### config.mk
export PLATFORM = sky130hd
export DESIGN_NAME = sdx_engine
export DESIGN_NICKNAME = d
export VERILOG_FILES = /design/src/rtl/sdx_pkg.sv /design/src/rtl/sdx_ctrl.sv /design/src/rtl/sdx_datapath.sv /design/src/rtl/sdx_engine.sv
export SDC_FILE = /design/constraint.sdc
export NUM_CORES = 1
export LEC_CHECK = 0
export ABC_AREA = 1
export CAP_MARGIN = 20
export CORE_ASPECT_RATIO = 0.7
export CORE_MARGIN = 4
export CORE_UTILIZATION = 30
export DETAILED_ROUTE_END_ITERATION = 16
export SETUP_SLACK_MARGIN = 0.1
export SLEW_MARGIN = 20
export SYNTH_ARGS = -nofsm -noshare
export SYNTH_HDL_FRONTEND = slang
export SYNTH_SLANG_ARGS = --single-unit
### constraint.sdc
create_clock -name clk -period 3.13 [get_ports clk]
set_input_delay 0.313 -clock clk [delete_from_list [all_inputs] [get_ports clk]]
set_output_delay 0.313 -clock clk [all_outputs]
set_load 0.05 [all_outputs]
### src/rtl/sdx_pkg.sv
package sdx_pkg;

  localparam int REG_AW = 4;

  // register offsets
  localparam logic [REG_AW-1:0] OFS_CTRL = 4'h0;
  localparam logic [REG_AW-1:0] OFS_TX   = 4'h4;
  localparam logic [REG_AW-1:0] OFS_RX   = 4'h8;

  // control word fields
  localparam int B_EN      = 0;
  localparam int B_BUSY    = 1;
  localparam int B_CSMAN   = 3;
  localparam int B_CSAUTO  = 7;
  localparam int B_TXEMPTY = 11;
  localparam int B_DIV_LO  = 22;
  localparam int B_DIV_HI  = 29;
  localparam int DIV_W     = B_DIV_HI - B_DIV_LO + 1;

  // transmit word fields
  localparam int B_WIDTH_LO = 16;
  localparam int B_OE       = 19;
  localparam int B_NOPUSH   = 20;

  typedef enum logic [1:0] {
    LW_X1    = 2'd0,
    LW_X2    = 2'd1,
    LW_X4    = 2'd2,
    LW_X4ALT = 2'd3
  } lane_w_e;

  // strobes from control to datapath
  typedef struct packed {
    logic load;
    logic sample;
    logic shift;
    logic finish;
    logic abort;
  } step_t;

endpackage

### src/rtl/sdx_ctrl.sv
module sdx_ctrl
  import sdx_pkg::*;
#(
  parameter int DATA_W = 8
) (
  input  logic             clk,
  input  logic             rstN,
  input  logic             ctrlWr,
  input  logic             wrEn,
  input  logic             wrCsMan,
  input  logic             wrCsAuto,
  input  logic [DIV_W-1:0] wrDiv,
  input  logic             txFull,
  input  logic [1:0]       pendWidth,
  output step_t            step,
  output logic             sclk,
  output logic             csN,
  output logic             enable,
  output logic             csManual,
  output logic             csAuto,
  output logic [DIV_W-1:0] divVal,
  output logic             running
);

  localparam int CNT_W = $clog2(DATA_W + 1);

  logic [DIV_W-1:0] halfCnt;
  logic [DIV_W-1:0] halfLen;
  logic [CNT_W-1:0] pulsesLeft;
  logic [CNT_W-1:0] pulsesInit;
  logic             tick;

  // control register
  always_ff @(posedge clk or negedge rstN) begin
    if (!rstN) begin
      enable   <= 1'b0;
      csManual <= 1'b0;
      csAuto   <= 1'b0;
      divVal   <= '0;
    end else if (ctrlWr) begin
      enable   <= wrEn;
      csManual <= wrCsMan;
      csAuto   <= wrCsAuto;
      divVal   <= wrDiv;
    end
  end

  assign halfLen = (divVal == '0) ? DIV_W'(1) : divVal;

  always_comb begin
    case (lane_w_e'(pendWidth))
      LW_X1:   pulsesInit = CNT_W'(DATA_W);
      LW_X2:   pulsesInit = CNT_W'(DATA_W / 2);
      default: pulsesInit = CNT_W'(DATA_W / 4);
    endcase
  end

  assign tick = running && enable && (halfCnt == '0);

  always_comb begin
    step        = '0;
    step.abort  = !enable;
    step.load   = enable && !running && txFull;
    step.sample = tick && !sclk;
    step.shift  = tick && sclk && (pulsesLeft != CNT_W'(1));
    step.finish = tick && sclk && (pulsesLeft == CNT_W'(1));
  end

  // serial clock sequencer
  always_ff @(posedge clk or negedge rstN) begin
    if (!rstN) begin
      running    <= 1'b0;
      sclk       <= 1'b0;
      halfCnt    <= '0;
      pulsesLeft <= '0;
    end else if (!enable) begin
      running <= 1'b0;
      sclk    <= 1'b0;
      halfCnt <= '0;
    end else if (step.load) begin
      running    <= 1'b1;
      sclk       <= 1'b0;
      halfCnt    <= halfLen - DIV_W'(1);
      pulsesLeft <= pulsesInit;
    end else if (running) begin
      if (halfCnt != '0) begin
        halfCnt <= halfCnt - DIV_W'(1);
      end else begin
        halfCnt <= halfLen - DIV_W'(1);
        if (!sclk) begin
          sclk <= 1'b1;
        end else begin
          sclk <= 1'b0;
          if (pulsesLeft == CNT_W'(1)) running <= 1'b0;
          else pulsesLeft <= pulsesLeft - CNT_W'(1);
        end
      end
    end
  end

  assign csN = !(enable && (csManual || (csAuto && running)));

endmodule

### src/rtl/sdx_datapath.sv
module sdx_datapath
  import sdx_pkg::*;
#(
  parameter int DATA_W = 8
) (
  input  logic              clk,
  input  logic              rstN,
  input  step_t             step,
  input  logic              running,
  input  logic              txWr,
  input  logic [DATA_W-1:0] wrData,
  input  logic [1:0]        wrWidth,
  input  logic              wrOe,
  input  logic              wrNoPush,
  input  logic              rxPop,
  input  logic [3:0]        sdIn,
  output logic              txFull,
  output logic [1:0]        pendWidth,
  output logic [3:0]        sdOut,
  output logic [3:0]        sdOe,
  output logic [DATA_W-1:0] rxData
);

  logic [DATA_W-1:0] txData;
  logic              txOe;
  logic              txNoPush;
  logic [1:0]        shWidth;
  logic              shOe;
  logic              shNoPush;
  logic [DATA_W-1:0] txShift;
  logic [DATA_W-1:0] rxShift;
  logic [DATA_W-1:0] nextTx;
  logic [DATA_W-1:0] nextRx;
  logic [3:0]        outSym;
  logic [3:0]        laneMask;
  logic              accept;

  assign accept = txWr && !txFull && !step.abort;

  // one-entry transmit buffer
  always_ff @(posedge clk or negedge rstN) begin
    if (!rstN) begin
      txFull    <= 1'b0;
      txData    <= '0;
      pendWidth <= '0;
      txOe      <= 1'b0;
      txNoPush  <= 1'b0;
    end else if (step.abort || step.load) begin
      txFull <= 1'b0;
    end else if (accept) begin
      txFull    <= 1'b1;
      txData    <= wrData;
      pendWidth <= wrWidth;
      txOe      <= wrOe;
      txNoPush  <= wrNoPush;
    end
  end

  // lane-dependent shift and symbol selection
  always_comb begin
    case (lane_w_e'(shWidth))
      LW_X1: begin
        nextTx   = {txShift[DATA_W-2:0], 1'b0};
        nextRx   = {rxShift[DATA_W-2:0], sdIn[1]};
        outSym   = {3'b000, txShift[DATA_W-1]};
        laneMask = 4'b0001;
      end
      LW_X2: begin
        nextTx   = {txShift[DATA_W-3:0], 2'b00};
        nextRx   = {rxShift[DATA_W-3:0], sdIn[1:0]};
        outSym   = {2'b00, txShift[DATA_W-1 -: 2]};
        laneMask = 4'b0011;
      end
      default: begin
        nextTx   = {txShift[DATA_W-5:0], 4'b0000};
        nextRx   = {rxShift[DATA_W-5:0], sdIn};
        outSym   = txShift[DATA_W-1 -: 4];
        laneMask = 4'b1111;
      end
    endcase
  end

  // shifters
  always_ff @(posedge clk or negedge rstN) begin
    if (!rstN) begin
      txShift  <= '0;
      rxShift  <= '0;
      shWidth  <= '0;
      shOe     <= 1'b0;
      shNoPush <= 1'b0;
    end else if (step.load) begin
      txShift  <= txData;
      rxShift  <= '0;
      shWidth  <= pendWidth;
      shOe     <= txOe;
      shNoPush <= txNoPush;
    end else begin
      if (step.shift)  txShift <= nextTx;
      if (step.sample) rxShift <= nextRx;
    end
  end

  // one-entry receive buffer
  always_ff @(posedge clk or negedge rstN) begin
    if (!rstN) begin
      rxData <= '0;
    end else if (step.finish && !shNoPush) begin
      rxData <= rxShift;
    end else if (rxPop) begin
      rxData <= '0;
    end
  end

  assign sdOut = running ? outSym : 4'b0000;
  assign sdOe  = (running && shOe) ? laneMask : 4'b0000;

endmodule

### src/rtl/sdx_engine.sv
module sdx_engine
  import sdx_pkg::*;
#(
  parameter int DATA_W = 8
) (
  input  logic              clk,
  input  logic              rstN,
  input  logic              regWr,
  input  logic              regRd,
  input  logic [REG_AW-1:0] regAddr,
  input  logic [31:0]       regWdata,
  output logic [31:0]       regRdata,
  output logic              sclk,
  output logic              csN,
  output logic [3:0]        sdOut,
  output logic [3:0]        sdOe,
  input  logic [3:0]        sdIn
);

  step_t             stepW;
  logic              enableW;
  logic              csManualW;
  logic              csAutoW;
  logic [DIV_W-1:0]  divW;
  logic              runningW;
  logic              txFullW;
  logic [1:0]        pendWidthW;
  logic [DATA_W-1:0] rxDataW;
  logic              busyW;
  logic              ctrlWr;
  logic              txWr;
  logic              rxPop;

  assign ctrlWr = regWr && (regAddr == OFS_CTRL);
  assign txWr   = regWr && (regAddr == OFS_TX);
  assign rxPop  = regRd && (regAddr == OFS_RX);
  assign busyW  = txFullW || runningW;

  sdx_ctrl #(.DATA_W(DATA_W)) uCtrl (
    .clk       (clk),
    .rstN      (rstN),
    .ctrlWr    (ctrlWr),
    .wrEn      (regWdata[B_EN]),
    .wrCsMan   (regWdata[B_CSMAN]),
    .wrCsAuto  (regWdata[B_CSAUTO]),
    .wrDiv     (regWdata[B_DIV_HI:B_DIV_LO]),
    .txFull    (txFullW),
    .pendWidth (pendWidthW),
    .step      (stepW),
    .sclk      (sclk),
    .csN       (csN),
    .enable    (enableW),
    .csManual  (csManualW),
    .csAuto    (csAutoW),
    .divVal    (divW),
    .running   (runningW)
  );

  sdx_datapath #(.DATA_W(DATA_W)) uData (
    .clk       (clk),
    .rstN      (rstN),
    .step      (stepW),
    .running   (runningW),
    .txWr      (txWr),
    .wrData    (regWdata[DATA_W-1:0]),
    .wrWidth   (regWdata[B_WIDTH_LO +: 2]),
    .wrOe      (regWdata[B_OE]),
    .wrNoPush  (regWdata[B_NOPUSH]),
    .rxPop     (rxPop),
    .sdIn      (sdIn),
    .txFull    (txFullW),
    .pendWidth (pendWidthW),
    .sdOut     (sdOut),
    .sdOe      (sdOe),
    .rxData    (rxDataW)
  );

  always_comb begin
    regRdata = '0;
    case (regAddr)
      OFS_CTRL: begin
        regRdata[B_EN]              = enableW;
        regRdata[B_BUSY]            = busyW;
        regRdata[B_CSMAN]           = csManualW;
        regRdata[B_CSAUTO]          = csAutoW;
        regRdata[B_TXEMPTY]         = !txFullW;
        regRdata[B_DIV_HI:B_DIV_LO] = divW;
      end
      OFS_RX:  regRdata[DATA_W-1:0] = rxDataW;
      default: regRdata = '0;
    endcase
  end

endmodule

==> results of run 1 <==
[routing by layer]
metal / vias up / track usage [%] / wire, um
met3: 20 / 3.33 / 560
met1: 1502 / 20.7 / 4920
met2: 98 / 19.8 / 3840
met5: - / 0 / 0
met4: 0 / 5.51 / 188
li1: 1597 / - / -
[metrics by stage]
| stage | util [%] | area [um2] |
|---|---|---|
| after floorplan | - | 3700 |
| after global placement | 37.3 | 4400 |
| after detailed placement | 37.3 | 4400 |
| after CTS | 40.4 | 4770 |
| after global routing | 40.4 | 4770 |
| final | 40.4 | 4770 |
[worst paths after layout]
check,startpoint,end,slack (ns),depth (start not counted)
max in group asynchronous,rstN,uCtrl.pulsesLeft[3],2.42,2
min reg2reg,uData.txNoPush,uData.shNoPush,0.48,2
max,uData.shWidth[1],sdOut[0],0.38,6
min in group clk,uData.txNoPush,uData.shNoPush,0.48,2
max reg2reg,uCtrl.halfCnt[0],uData.rxShift[5],0.98,7
min,rstN,uCtrl.divVal[7],0.05,1
[power breakdown]
| group | internal, mW | switching, mW |
|---|---|---|
| Sequential | 0.951 | 0.0750 |
| Combinational | 0.169 | 0.284 |
| Clock | 0.858 | 0.382 |
| Total | 1.98 | 0.741 |
[final cells by class]
| type | instances | area (um2) |
|---|---|---|
| inverters | 59 | 221 |
| clock inverters | 7 | 141 |
| clock buffers | 9 | 225 |
| well taps | 157 | 196 |
| fillers | 1209 | 7040 |
| multi-input cells | 326 | 1630 |
| repair buffers | 60 | 703 |
| flip-flops and latches | 66 | 1650 |
[kinds of logic after synthesis]
group,Yosys count,share of synthesized area (%)
other,1,0.103
adders and majority gates,4,1.37
AOI/OAI and AO/OA,84,13.2
xor gates and xnor gates,7,1.68
muxes,8,2.43
DFF,66,45.3
buffers and inverters,87,11.5
and+or+nand+nor,208,24.5
[repair_timing]
item                                    CTS  global route
endpoints found under the hold margin     0             0
gates resized for setup                   0             2
endpoints found under the setup margin    0             2
[state kept, by name, indices dropped and copies added (netlist names)]
signal	flops
uData.txData	8
uData.txOe	1
uData.rxShift	8
uData.txShift	8
uData.pendWidth	2
uCtrl.sclk	1
uCtrl.csAuto	1
uData.shWidth	2
uData.txFull	1
uCtrl.halfCnt	8
uCtrl.pulsesLeft	4
uCtrl.enable	1
uData.txNoPush	1
uData.rxData	8
uCtrl.divVal	8
uData.shOe	1
uCtrl.running	1
uCtrl.csManual	1
uData.shNoPush	1
[placed cells by master, fill, tap and decap left out, drive strengths merged]
cell type	count
o21a	1
nor3	1
xnor2	3
o21ai	39
a21oi	18
o22ai	14
dlymetal6s2s	1
nand4	5
buf	14
clkinvlp	1
a22o	2
nand3	34
nand2	112
nor2	56
o22a	4
a22oi	2
clkinv	3
xor2	4
mux2i	1
inv	58
ha	4
o32ai	1
conb	15
o221ai	3
dfrtp	66
mux2	7
clkdlybuf4s50	45
clkbuf	9
bufinv	4
==> impl_metrics.env, run 1 <==
export IMPL_coreArea_um2=11800
export IMPL_worst_pin_slew_ns=0.755
export IMPL_hold_class="input port to async pin"
export IMPL_clkLatencyLatePin_ns=0.33
export IMPL_worstSetupPathType="flip-flop to output port"
export IMPL_place_inst=668
export IMPL_ys_top_cells_by_count="108 x nand2_1, 66 x dfrtp_1, 51 x inv_1, 51 x nor2_1, 33 x o21ai_0"
export IMPL_gr_usage_all_layers_pct=14.0
export IMPL_ys_seq_area_share_pct=45.3
export IMPL_yosysWarnings=0
export IMPL_period_needed_ns=2.75
export IMPL_wl_per_cell_um=13.9
export IMPL_grt_pass1_wl_mm=15.7
export IMPL_drt_initial_drc_count=265
export IMPL_grt_max_degree=38
export IMPL_vias_per_cell=4.70
export IMPL_crit_slowest_cell="clkdlybuf4s50_1"
export IMPL_relSlewSlack_pct=49.6
export IMPL_fp_row_count=33
export IMPL_path_max_fanout=14
export IMPL_io_buffers=58
export IMPL_grt_setup_unrepaired="false"
export IMPL_drcViolationCount=0
export IMPL_ys_types=34
export IMPL_critPathMaxStageDelay_ns=0.79
export IMPL_yosys_area_top_type="dfrtp_1"
export IMPL_gp_congestion=0.840
export IMPL_die_area_um2=14000
export IMPL_grt_pass1_vias=3165
export IMPL_io_pins=86
export IMPL_synthTopCellsByArea="dfrtp_1 45%, nand2_1 11%, inv_1 5.2%"
export IMPL_setup_viol=0
export IMPL_pre_cts_slack_ns=0.478
export IMPL_cts_buffers=9
export IMPL_area_growth_pct=30.8
export IMPL_critPathLaunchType="flip-flop"
export IMPL_final_nets=570
export IMPL_cpLargestDelayFamily="buffers and inverters"
export IMPL_grt_antenna_before_repair=0
export IMPL_synthFlopType="dfrtp_1"
export IMPL_synth_edf_count=0
export IMPL_clk_pin_slew_worst_paths_ns=0.05
export IMPL_vias=3217
export IMPL_fin_worst_skew_ns=0.00380
export IMPL_path_cells="inv_2 > nand2_2 > o22ai_1 > o21ai_0 > inv_1 > clkdlybuf4s50_1"
export IMPL_timing_critical_path_arrival_ns=2.43
export IMPL_die_x_um=140
export IMPL_root_buffer="clkbuf_16"
export IMPL_drv_slew=0
export IMPL_period_share_pct=87.7
export IMPL_synth_cell_area_um2=3650
export IMPL_overflow=0
export IMPL_cap_violations=0
export IMPL_post_cts_buffers=0
export IMPL_syn_area_per_cell_um2=7.85
export IMPL_power_total_mw=2.72
export IMPL_holdBufCountCts=0
export IMPL_diodes=0
export IMPL_ant_nets=0
export IMPL_crit_required_ns=2.82
export IMPL_firstDrtPassIters=7
export IMPL_setup_ws_ns=0.384
export IMPL_power_density_nw_per_um2=570
export IMPL_hold_ws_ns=0.0523
export IMPL_setup_tns_ns=0
export IMPL_p_leak_nw=2.34
export IMPL_initial_utilization_pct=30.9
export IMPL_run_status="completed"
export IMPL_synth_most_common_cell="nand2_1"
export IMPL_cts_tree="yes"
export IMPL_peakVddDrop_v=0.000265
export IMPL_synth_seq_cells=66
export IMPL_totalWireLength_mm=9.51
export IMPL_final_instance_count_excl_fill=684
export IMPL_die_h_um=100
export IMPL_cts_sinks=66
export IMPL_synthArstFlopShare_pct=100
export IMPL_hpwlAfterDp_mm=6.94
export IMPL_htree_levels=3
export IMPL_finalHoldViolations=0
export IMPL_clockBufferDepth=2
export IMPL_netlist_area_leader_share_pct=45.3
export IMPL_syn_inst=465
export IMPL_drive_gt1_share_pct=10.8
export IMPL_cp_buffers_inverters=3
export IMPL_cp_end_kind="output port"
export IMPL_fmax_mhz=364
Power figures use the tool's default switching activity.
==> run 2: changes to the inputs <==
Settings changed: CELL_PAD_IN_SITES_DETAIL_PLACEMENT set to 0, CELL_PAD_IN_SITES_GLOBAL_PLACEMENT set to 2, PLACE_DENSITY_LB_ADDON set to 0.1, SETUP_SLACK_MARGIN 0.1 to not set.
==> run 2 against run 1 <==
- cell area down 1.7%
- setup slack improved by 0.022 ns
- wire length rose by 3.4%
- critical path type unchanged
==> impl_metrics.env, run 2 (synthesis results as in run 1) <==
export IMPL_run_status="completed"
export IMPL_setup_viol=0
export IMPL_coreArea_um2=11800
export IMPL_hpwlAfterDp_mm=7.28
export IMPL_grt_pass1_vias=2988
export IMPL_grt_setup_unrepaired="false"
export IMPL_layout_common_cells="108 x nand2_1, 66 x dfrtp_1, 51 x inv_1, 51 x nor2_1, 44 x clkdlybuf4s50_1"
export IMPL_clkLatencyLatePin_ns=0.33
export IMPL_drive_gt1_share_pct=11.0
export IMPL_die_x_um=140
export IMPL_final_nets=573
export IMPL_fp_row_count=33
export IMPL_die_h_um=100
export IMPL_worstSetupPathType="flip-flop to output port"
export IMPL_htree_levels=3
export IMPL_final_area_um2=4690
export IMPL_die_area_um2=14000
export IMPL_cap_violations=0
export IMPL_firstDrtPassIters=5
export IMPL_fin_worst_skew_ns=0.00649
export IMPL_layout_commonest_cell="nand2_1"
export IMPL_clockBufferDepth=2
export IMPL_totalWireLength_mm=9.84
export IMPL_hold_class="input port to async pin"
export IMPL_overflow=0
export IMPL_io_buffers=58
export IMPL_pre_cts_slack_ns=0.703
export IMPL_post_cts_resized=0
export IMPL_grt_max_degree=67
export IMPL_crit_required_ns=2.82
export IMPL_root_buffer="clkbuf_16"
export IMPL_grt_antenna_before_repair=0
export IMPL_vias=3130
export IMPL_peakVddDrop_v=0.000252
export IMPL_fillCellCount=1260
export IMPL_holdBufCountCts=0
export IMPL_ant_nets=0
export IMPL_power_density_nw_per_um2=519
export IMPL_drv_slew=0
export IMPL_gr_usage_all_layers_pct=14.4
export IMPL_p_leak_nw=2.30
export IMPL_io_pins=86
export IMPL_initial_utilization_pct=30.9
export IMPL_cts_sinks=66
export IMPL_post_cts_buffers=0
export IMPL_cts_tree="yes"
export IMPL_cp_end_kind="output port"
export IMPL_period_needed_ns=2.72
export IMPL_setup_ws_ns=0.406
export IMPL_timing_critical_path_arrival_ns=2.41
export IMPL_final_util_pct=39.7
export IMPL_finalHoldViolations=0
export IMPL_setup_tns_ns=0
export IMPL_period_share_pct=87.0
export IMPL_clk_pin_slew_worst_paths_ns=0.05
export IMPL_gp_congestion=0.790
export IMPL_hold_ws_ns=0.00389
export IMPL_diodes=0
export IMPL_post_dp_cell_area_um2=4420
export IMPL_drcViolationCount=0
export IMPL_wl_per_cell_um=14.4
export IMPL_critPathLaunchType="flip-flop"
export IMPL_fmax_mhz=367
export IMPL_drt_initial_drc_count=182
export IMPL_relSlewSlack_pct=50.6
export IMPL_path_max_fanout=10
export IMPL_worst_pin_slew_ns=0.739
export IMPL_vias_per_cell=4.57
export IMPL_grt_pass1_wl_mm=15.9
export IMPL_area_growth_pct=28.6
export IMPL_cts_buffers=9
run 2: power breakdown:
group	switching [mW]	internal [mW]	leakage [nW]
combinational	0.293	0.171	1.31
clock	0.346	0.603	0.138
sequential	0.0738	0.951	0.848
run 2: path summary, 6_finish.rpt:
path	from	to	slack, ns	cells after the start
setup / recovery	uData.shWidth[1]	sdOut[1]	0.41	4
hold reg to reg	uData.txNoPush	uData.shNoPush	0.47	2
setup reg to reg	uCtrl.divVal[3]	uCtrl.halfCnt[4]	0.96	12
max in group asynchronous	rstN	uData.txData[6]	2.84	2
hold / removal	rstN	uData.shOe	0.004	2
min in group clk	uData.txNoPush	uData.shNoPush	0.47	2
run 2: final cells by class:
| class | count | area (um2) | share of cell area [%] |
|---|---|---|---|
| clock buffer | 10 | 229 | 4.88 |
| timing repair buffer | 63 | 718 | 15.3 |
| inverter | 59 | 221 | 4.72 |
| tap | 157 | 196 | 4.19 |
| clock inverter | 4 | 45.0 | 0.960 |
| multi-input combinational | 326 | 1630 | 34.8 |
| sequential | 66 | 1650 | 35.2 |
run 2: routing by layer:
| metal | GRT usage [%] | up-vias | wire length [um] |
|---|---|---|---|
| met1 | 22.5 | 1464 | 5430 |
| met4 | 3.13 | 0 | 58 |
| met2 | 19.4 | 65 | 3890 |
| li1 | - | 1597 | - |
| met3 | 4.29 | 4 | 463 |
| met5 | 0 | - | 0 |
run 2: per-stage QoR:
step	cells	total power [mW]
finish	685	2.44
global route	685	2.57
floorplan	479	1.33
detailed placement	671	1.50
CTS	685	2.47
global placement	671	1.50
run 2: worst max-delay path, stage by stage (launching register included):
cell             delay (ns)
dfrtp_1                0.47
inv_2                  0.21
nand2_1                0.25
o32ai_1                0.31
clkdlybuf4s50_1        0.85
